==> src/rtl/mg_pkg.sv <==
package mg_pkg;
  localparam int unsigned DEF_N_ENT   = 32;
  localparam int unsigned DEF_OFS_W   = 32;
  localparam int unsigned DEF_REP_W   = 14;
  localparam int unsigned DEF_REP_MAX = 8192;

  typedef enum logic [1:0] {
    MODE_XOR    = 2'd0,
    MODE_OR     = 2'd1,
    MODE_GLITCH = 2'd2,
    MODE_ENABLE = 2'd3
  } out_mode_e;

  typedef enum logic [1:0] {
    ST_IDLE = 2'd0,
    ST_WAIT = 2'd1,
    ST_FIRE = 2'd2
  } seq_st_e;
endpackage

==> src/rtl/mg_cfg_regs.sv <==
module mg_cfg_regs
  import mg_pkg::*;
#(
  parameter int unsigned N_ENT   = DEF_N_ENT,
  parameter int unsigned OFS_W   = DEF_OFS_W,
  parameter int unsigned REP_W   = DEF_REP_W,
  parameter int unsigned REP_MAX = DEF_REP_MAX,
  parameter int unsigned IDX_W   = $clog2(N_ENT),
  parameter int unsigned ADDR_W  = IDX_W + 2
) (
  input  logic              clk,
  input  logic              rst_n,
  input  logic              we,
  input  logic [ADDR_W-1:0] addr,
  input  logic [OFS_W-1:0]  wdata,
  input  logic [IDX_W-1:0]  a_idx,
  input  logic [IDX_W-1:0]  b_idx,
  output logic [REP_W-1:0]  a_rep,
  output logic [OFS_W-1:0]  b_ofs,
  output logic [IDX_W-1:0]  num_m1,
  output out_mode_e         mode,
  output logic              hp_en,
  output logic              lp_en
);
  localparam int unsigned CTL_MODE_LO = IDX_W;
  localparam int unsigned CTL_HP_BIT  = IDX_W + 2;
  localparam int unsigned CTL_LP_BIT  = IDX_W + 3;

  logic [OFS_W-1:0] ofs_q [N_ENT];
  logic [REP_W-1:0] rep_q [N_ENT];

  logic             is_ctl;
  logic [IDX_W-1:0] wr_idx;
  logic             wr_rep_sel;
  logic [REP_W-1:0] rep_sat;

  always_comb begin
    is_ctl     = addr[ADDR_W-1];
    wr_idx     = addr[IDX_W:1];
    wr_rep_sel = addr[0];
    if (wdata > OFS_W'(REP_MAX)) rep_sat = REP_W'(REP_MAX);
    else                         rep_sat = wdata[REP_W-1:0];
  end

  for (genvar g = 0; g < N_ENT; g++) begin : g_ent
    logic ofs_en, rep_en;
    assign ofs_en = we && !is_ctl && (wr_idx == IDX_W'(g)) && !wr_rep_sel;
    assign rep_en = we && !is_ctl && (wr_idx == IDX_W'(g)) &&  wr_rep_sel;

    always_ff @(posedge clk or negedge rst_n) begin
      if (!rst_n)      ofs_q[g] <= '0;
      else if (ofs_en) ofs_q[g] <= wdata;
    end

    always_ff @(posedge clk or negedge rst_n) begin
      if (!rst_n)      rep_q[g] <= '0;
      else if (rep_en) rep_q[g] <= rep_sat;
    end
  end

  logic ctl_en;
  assign ctl_en = we && is_ctl;

  always_ff @(posedge clk or negedge rst_n) begin
    if (!rst_n) begin
      num_m1 <= '0;
      mode   <= MODE_XOR;
      hp_en  <= 1'b0;
      lp_en  <= 1'b0;
    end else if (ctl_en) begin
      num_m1 <= wdata[IDX_W-1:0];
      mode   <= out_mode_e'(wdata[CTL_MODE_LO+1:CTL_MODE_LO]);
      hp_en  <= wdata[CTL_HP_BIT];
      lp_en  <= wdata[CTL_LP_BIT];
    end
  end

  assign a_rep = rep_q[a_idx];
  assign b_ofs = ofs_q[b_idx];

  // stored repeat counts never exceed the cap
  p_rep_cap_r11: assert property (@(posedge clk) disable iff (!rst_n)
    a_rep <= REP_W'(REP_MAX));
endmodule

==> src/rtl/mg_seq.sv <==
module mg_seq
  import mg_pkg::*;
#(
  parameter int unsigned N_ENT   = DEF_N_ENT,
  parameter int unsigned OFS_W   = DEF_OFS_W,
  parameter int unsigned REP_W   = DEF_REP_W,
  parameter int unsigned REP_MAX = DEF_REP_MAX,
  parameter int unsigned IDX_W   = $clog2(N_ENT)
) (
  input  logic             clk,
  input  logic             rst_n,
  input  logic             trig,
  input  logic [IDX_W-1:0] num_m1,
  input  logic [REP_W-1:0] a_rep,
  input  logic [OFS_W-1:0] b_ofs,
  output logic [IDX_W-1:0] a_idx,
  output logic [IDX_W-1:0] b_idx,
  output logic             win,
  output logic             busy,
  output logic             done
);
  localparam int unsigned CNT_W = (OFS_W > REP_W) ? OFS_W : REP_W;

  seq_st_e          st_q, st_d;
  logic [IDX_W-1:0] idx_q, idx_d;
  logic [CNT_W-1:0] cnt_q, cnt_d;
  logic             done_q, done_d;
  logic             trig_q;
  logic             rise, last, adv;

  assign rise  = trig && !trig_q;
  assign last  = (idx_q == num_m1);
  assign a_idx = idx_q;
  assign b_idx = (st_q == ST_IDLE) ? '0 : IDX_W'(idx_q + 1'b1);

  always_comb begin
    st_d   = st_q;
    idx_d  = idx_q;
    cnt_d  = cnt_q;
    done_d = done_q;
    adv    = 1'b0;
    unique case (st_q)
      ST_IDLE: begin
        if (rise) begin
          st_d   = ST_WAIT;
          idx_d  = '0;
          cnt_d  = CNT_W'(b_ofs);
          done_d = 1'b0;
        end
      end
      ST_WAIT: begin
        if (cnt_q == '0) begin
          if (a_rep != '0) begin
            st_d  = ST_FIRE;
            cnt_d = CNT_W'(a_rep) - CNT_W'(1);
          end else begin
            adv = 1'b1;
          end
        end else begin
          cnt_d = cnt_q - CNT_W'(1);
        end
      end
      ST_FIRE: begin
        if (cnt_q == '0) adv   = 1'b1;
        else             cnt_d = cnt_q - CNT_W'(1);
      end
      default: st_d = ST_IDLE;
    endcase
    if (adv) begin
      if (last) begin
        st_d   = ST_IDLE;
        done_d = 1'b1;
      end else begin
        st_d  = ST_WAIT;
        idx_d = IDX_W'(idx_q + 1'b1);
        cnt_d = CNT_W'(b_ofs);
      end
    end
  end

  always_ff @(posedge clk or negedge rst_n) begin
    if (!rst_n) begin
      st_q   <= ST_IDLE;
      idx_q  <= '0;
      cnt_q  <= '0;
      done_q <= 1'b0;
      trig_q <= 1'b0;
    end else begin
      st_q   <= st_d;
      idx_q  <= idx_d;
      cnt_q  <= cnt_d;
      done_q <= done_d;
      trig_q <= trig;
    end
  end

  assign win  = (st_q == ST_FIRE);
  assign busy = (st_q != ST_IDLE);
  assign done = done_q;

  // an accepted trigger starts at entry 0 with done cleared
  p_start_r1: assert property (@(posedge clk) disable iff (!rst_n)
    (st_q == ST_IDLE && rise) |=> (st_q == ST_WAIT && idx_q == '0 && !done_q));
  // a window count never reaches the repeat cap
  p_fire_len_r2: assert property (@(posedge clk) disable iff (!rst_n)
    (st_q == ST_FIRE) |-> (cnt_q < CNT_W'(REP_MAX)));
  // the walk never passes the programmed last entry
  p_idx_bound_r4: assert property (@(posedge clk) disable iff (!rst_n)
    (st_q != ST_IDLE) |-> (idx_q <= num_m1));
  // a new edge mid-wait leaves the schedule alone
  p_retrig_ignored_r6: assert property (@(posedge clk) disable iff (!rst_n)
    (st_q == ST_WAIT && rise && cnt_q != '0) |=>
      (st_q == ST_WAIT && idx_q == $past(idx_q)));
  // done only while idle
  p_done_idle_r7: assert property (@(posedge clk) disable iff (!rst_n)
    done_q |-> (st_q == ST_IDLE));
endmodule

==> src/rtl/mg_out.sv <==
module mg_out
  import mg_pkg::*;
(
  input  logic      clk,
  input  logic      rst_n,
  input  logic      win,
  input  logic      pulse,
  input  out_mode_e mode,
  input  logic      hp_en,
  input  logic      lp_en,
  output logic      glitch_o,
  output logic      hp_o,
  output logic      lp_o
);
  logic gated, vsig;

  always_comb begin
    gated = win && pulse;
    vsig  = (mode == MODE_ENABLE) ? win : gated;
    unique case (mode)
      MODE_XOR:    glitch_o = clk ^ gated;
      MODE_OR:     glitch_o = clk | gated;
      MODE_GLITCH: glitch_o = gated;
      MODE_ENABLE: glitch_o = win;
      default:     glitch_o = clk;
    endcase
    hp_o = vsig && hp_en;
    lp_o = vsig && lp_en;
  end

  // full-width output across the whole window in enable style
  p_enable_full_r8: assert property (@(posedge clk) disable iff (!rst_n)
    (win && mode == MODE_ENABLE) |-> glitch_o);
  // drives stay quiet outside a window
  p_drive_quiet_r9: assert property (@(posedge clk) disable iff (!rst_n)
    !win |-> (!hp_o && !lp_o));
endmodule

==> src/rtl/mg_sequencer.sv <==
module mg_sequencer
  import mg_pkg::*;
#(
  parameter int unsigned N_ENT   = DEF_N_ENT,
  parameter int unsigned OFS_W   = DEF_OFS_W,
  parameter int unsigned REP_W   = DEF_REP_W,
  parameter int unsigned REP_MAX = DEF_REP_MAX,
  localparam int unsigned IDX_W  = $clog2(N_ENT),
  localparam int unsigned ADDR_W = IDX_W + 2
) (
  input  logic              clk,
  input  logic              rst_n,
  input  logic              cfg_we,
  input  logic [ADDR_W-1:0] cfg_addr,
  input  logic [OFS_W-1:0]  cfg_wdata,
  input  logic              trig_i,
  input  logic              pulse_i,
  output logic              glitch_o,
  output logic              hp_o,
  output logic              lp_o,
  output logic              win_o,
  output logic              busy_o,
  output logic              done_o
);
  logic [1:0] rst_sync_q;
  logic       rst_n_int;

  always_ff @(posedge clk or negedge rst_n) begin
    if (!rst_n) rst_sync_q <= 2'b00;
    else        rst_sync_q <= {rst_sync_q[0], 1'b1};
  end
  assign rst_n_int = rst_sync_q[1];

  logic [IDX_W-1:0] a_idx, b_idx, num_m1;
  logic [REP_W-1:0] a_rep;
  logic [OFS_W-1:0] b_ofs;
  out_mode_e        mode;
  logic             hp_en, lp_en;

  mg_cfg_regs #(
    .N_ENT(N_ENT), .OFS_W(OFS_W), .REP_W(REP_W), .REP_MAX(REP_MAX),
    .IDX_W(IDX_W), .ADDR_W(ADDR_W)
  ) u_cfg (
    .clk(clk), .rst_n(rst_n_int), .we(cfg_we), .addr(cfg_addr),
    .wdata(cfg_wdata), .a_idx(a_idx), .b_idx(b_idx), .a_rep(a_rep),
    .b_ofs(b_ofs), .num_m1(num_m1), .mode(mode), .hp_en(hp_en),
    .lp_en(lp_en)
  );

  mg_seq #(
    .N_ENT(N_ENT), .OFS_W(OFS_W), .REP_W(REP_W), .REP_MAX(REP_MAX),
    .IDX_W(IDX_W)
  ) u_seq (
    .clk(clk), .rst_n(rst_n_int), .trig(trig_i), .num_m1(num_m1),
    .a_rep(a_rep), .b_ofs(b_ofs), .a_idx(a_idx), .b_idx(b_idx),
    .win(win_o), .busy(busy_o), .done(done_o)
  );

  mg_out u_out (
    .clk(clk), .rst_n(rst_n_int), .win(win_o), .pulse(pulse_i),
    .mode(mode), .hp_en(hp_en), .lp_en(lp_en), .glitch_o(glitch_o),
    .hp_o(hp_o), .lp_o(lp_o)
  );
endmodule

==> config.mk <==
export PLATFORM = sky130hd
export DESIGN_NAME = mg_sequencer
export DESIGN_NICKNAME = d
export VERILOG_FILES = /design/src/rtl/mg_pkg.sv /design/src/rtl/mg_cfg_regs.sv /design/src/rtl/mg_seq.sv /design/src/rtl/mg_out.sv /design/src/rtl/mg_sequencer.sv
export SDC_FILE = /design/constraint.sdc
export NUM_CORES = 2
export LEC_CHECK = 0
export BUFFER_PORTS_ARGS = -buffer_cell sky130_fd_sc_hd__buf_2
export CORE_UTILIZATION = 35
export CTS_BUF_LIST = sky130_fd_sc_hd__clkbuf_16
export DETAILED_ROUTE_END_ITERATION = 7
export PLACE_DENSITY = 0.55
export SYNTH_ARGS = -nofsm -noshare
export SYNTH_HDL_FRONTEND = slang
export SYNTH_HIERARCHICAL = 1
export SYNTH_SLANG_ARGS = --single-unit
export TNS_END_PERCENT = 50
==> constraint.sdc <==
create_clock -name clk -period 65.4 [get_ports clk]
set_clock_uncertainty 0.15 [all_clocks]
set_input_delay 3.27 -clock clk [delete_from_list [all_inputs] [get_ports clk]]
set_output_delay 3.27 -clock clk [all_outputs]
set_load 0.02 [all_outputs]
# Word-level counts from Yosys, hierarchy flattened
# Index checks and enable logic that the tools add are counted.
# classes
muxes	35
n_eq_ne	41
reduce_logical	112
addsub	3
magnitude_cmp	3
bitwise	4
# ops
operator	count
$mux W32	8
$bmux W32 S5	1
$logic_and A1 B1 Y1	102
$pmux W32 S3	1
$eq A5 B5 Y1 const B	16
$bmux W14 S5	1
$mux W14	3
$eq A5 B4 Y1 const B	8
$gt A32 B14 Y1 const B	1
$logic_not A32 Y1	1
$sub A32 B1 Y32 const B	1
$mux W5	5
$eq A5 B3 Y1 const B	4
$sub A14 B1 Y15 const B	1
$reduce_bool A14 Y1	1
$ge A6 B6 Y1 const B	2
$not A5 Y6	2
$eq A5 B2 Y1 const B	2
$mux W1	9
$ne A3 B1 Y1 const B	3
$mux W2	4
$eq A2 B2 Y1 const B	3
$pmux W2 S3	1
$add A5 B1 Y5 const B	1
other kinds (13)	17
# totals
in_bits	44
out_inout_bits	6
wordCells	272
reg_bits	1524

# Logic depth before layout (Yosys ltp)
# depth
depth_word	10
depth_mapped	17
ltp_nobuf	13

# Cells and area by module
# The synthesis kept the hierarchy.
# by_module_without_submodules
module	area_each_um2	seq_area_each_um2	cells_each	instances
mg_cfg_regs	67086.8	37060.5	5498	1
mg_seq	3801.1	1026.0	477	1
mg_out	55.1	0.0	7	1
mg_sequencer	53.8	50.0	3	1

==> flow_summary.yaml <==
timing:
  max-slew-margin-rel: 0.1643
  whs_ps: 201.2
  finalSetupViolCount: 0
  tns_ps: 0
  worst_pin_slew_ps: 1244
  slew_viol_final: 0
  rsz0062_at_grt: "false"
  setup_ws_ps: 27350
  hold_violations: 0
layout:
  fillers: 19190
  final_nets: 5857
  multiInputGateArea_sq_um: 30740
  regArea_sq_um: 38140
  drive_above_1_share: 0.2495
  area.growth.synth_to_final_pct: 11.15
global_route:
  grt_use_total: 0.2039
  grt_pass1_wl_mm: 312.8
  gr-total-overflow: 0
  antenna_found_initial: 16
  first_global_vias: 47580
  grt_max_degree: 176
floorplan:
  num_rows: 164
  num_io_pins: 50
  die_area_sq_um: 204700
  die_x_um: 452.4
  core_area_sq_um: 200700
  dieHeight_um: 452.4
  initial_core_util: 0.3538
critical_path:
  critPathSlowestCell: "a31o_1"
  cp-end-kind: "output port"
  critical_path_class: "clock port to output port"
  rr_worst_depth: 12
  path_buf_inv: 12
  path_cells: "clkbuf_16 -> clkbuf_16 -> clkbuf_16 -> clkbuf_16 -> clkbuf_16 -> clkbuf_16 -> clkbuf_16 -> clkbuf_16 -> clkbuf_16 -> nand2b_4 -> clkbuf_16 -> clkbuf_16 -> a31oi_1 -> a31o_1 -> buf_2"
  critPathMostFrequentCell: "clkbuf_16"
  critPathRequiredTime_ps: 61980
  critPathMaxStageDelay_ps: 190
  r2r-start: "u_seq/a_idx[1]$_DFF_PN0_"
  rr_endpoint: "u_seq/a_idx[2]$_DFF_PN0_"
  path_delay_family: "buffers and inverters"
  reg2reg_slack_ps: 58960
  critPathMaxFanout: 2
  start_kind: "clock port"
  arrival_ps: 34630
yosys:
  ys_warn_count: 6
  synth.top_cell.area_share: 0.5372
  synthesis.nets: 6036
  ys_ff_latch: 1524
  synth_edf_count: 0
  syn_avg_cell_area_sq_um: 11.86
  synth_top_area_cell: "dfrtp_1"
  ys_async_sr_fraction: 1.000
  synth-seq-area-share: 0.5372
  post_synth_instance_area_sq_um: 71000
  ys_top_cells_by_area: "dfrtp_1, mux2_2, mux2i_1"
  ys_top_cells_by_count: "dfrtp_1, mux2_2, mux2i_1, nand2_1, o21ai_0"
  ys.flop_type: "dfrtp_1"
  synthCells: 5985
  synth.most_common_cell: "dfrtp_1"
  yosysUniqueCellTypes: 88
detailed_routing:
  drtIter0Drc: 3614
  wl_per_cell_um: 24.29
  via_per_inst: 5.475
  vias: 47090
  drcViolationCount: 0
  drtAntennaViolNets: 0
  dr.pass1.iters: 8
  drt-total-wl_mm: 208.9
clock_network:
  worstSkewPairLatency_ps: 920
  post_cts_buffers: 0
  cts_tree: "built"
  cts-resized-gates: 0
  postCtsHoldBufs: 0
  cts.clk_slew.worst_paths_ps: 60
min_path:
  hold_depth: 0
  hold_class: "flip-flop to flip-flop"
  worstHoldStart: "rst_sync_q[0]$_DFF_PN0_"
  holdPathEnd: "rst_sync_q[1]$_DFF_PN0_"
placed_design:
  dp_hpwl_mm: 112.4
  pre_cts_ws_ps: 28880
  numPortBuffers: 49
  gp_congestion: 0.8602
job:
  max-cap-violations: 0
power_and_ir_drop:
  ir_drop_mv: 0.02950
  power_density_nw_per_um2: 30.89
  power.leakage_nw: 34.76
outcome:
  outcome: "finished clean"
[area by class of cell]
cell class,count,area share
Sequential cell,1524,0.4834
Multi-Input combinational cell,3922,0.3895
Clock buffer,181,0.05714
Tap cell,2656,0.04211
Timing Repair Buffer,160,0.01528
Clock inverter,131,0.01142
Inverter,17,0.0008086
Antenna cell,11,0.0003488
[kinds of logic after synthesis]
logic type                 after synthesis  synth area share
muxes                                 1776            0.2687
DFF                                   1524            0.5372
and+or+nand+nor                       1082           0.06799
AOI/OAI and AO/OA                     1036           0.08960
buffers and inverters                  539           0.03276
xor gates and xnor gates                20          0.002467
adders and majority gates                7          0.001234
other                                    1        0.00005282
[registers in the layout (all words and copies together) (netlist names)]
name          count
rst_sync_q        2
u_cfg/hp_en       1
u_cfg/lp_en       1
u_cfg/mode        2
u_cfg/num_m1      5
u_cfg/ofs_q    1024
u_cfg/rep_q     448
u_seq/a_idx       5
u_seq/cnt_q      32
u_seq/done        1
u_seq/st_q        2
u_seq/trig_q      1
[worst max path at each step]
stage	to	from	cells after the start
3_5_place_dp	glitch_o	clk	4
6_report	glitch_o	clk	15
5_1_grt	glitch_o	clk	15
3_3_place_gp	glitch_o	clk	4
2_1_floorplan	u_cfg/hp_en$_DFFE_PN0P_	rst_sync_q[1]$_DFF_PN0_	0
4_1_cts	glitch_o	clk	15
[per-stage QoR]
| stage | power (W) | utilization | std cells | cell area, sq um |
|---|---|---|---|---|
| global placement | 0.001515 | 0.3662 | 8280 | 73480 |
| finish | 0.002438 | 0.3932 | 8602 | 78910 |
| CTS | 0.002463 | 0.3931 | 8591 | 78890 |
| global route | 0.002547 | 0.3932 | 8599 | 78910 |
| detailed placement | 0.001524 | 0.3662 | 8280 | 73480 |
| floorplan | 0.001370 | - | 5985 | 71000 |
[layout by cell type, fill, tap and decap left out, drive strengths merged, types with 65 or more instances in the layout]
cell    count
nor3       83
clkbuf    180
mux2i     738
nor2       66
o21ai     489
buf       161
a22oi     164
mux2     1038
a21oi     150
clkinv     65
a22o       95
nand2     683
inv        72
nand3     138
dfrtp    1524
[metal layers]
| layer | GRT usage | share of wire | up-vias |
|---|---|---|---|
| met3 | 0.02782 | 0.042 | 362 |
| met4 | 0.08671 | 0.034 | 0 |
| met1 | 0.2731 | 0.45 | 24490 |
| li1 | - | - | 21120 |
| met2 | 0.3300 | 0.47 | 1122 |
| met5 | 0 | 0 | - |
[power breakdown]
group          internal (W)  switching (W)  total (W)  leakage [nW]
clock network      0.000528       0.000404   0.000932          2.83
registers           0.00101      0.0000407    0.00105          20.8
logic              0.000166       0.000292   0.000458          11.1
(Power assumes the default switching activity.)
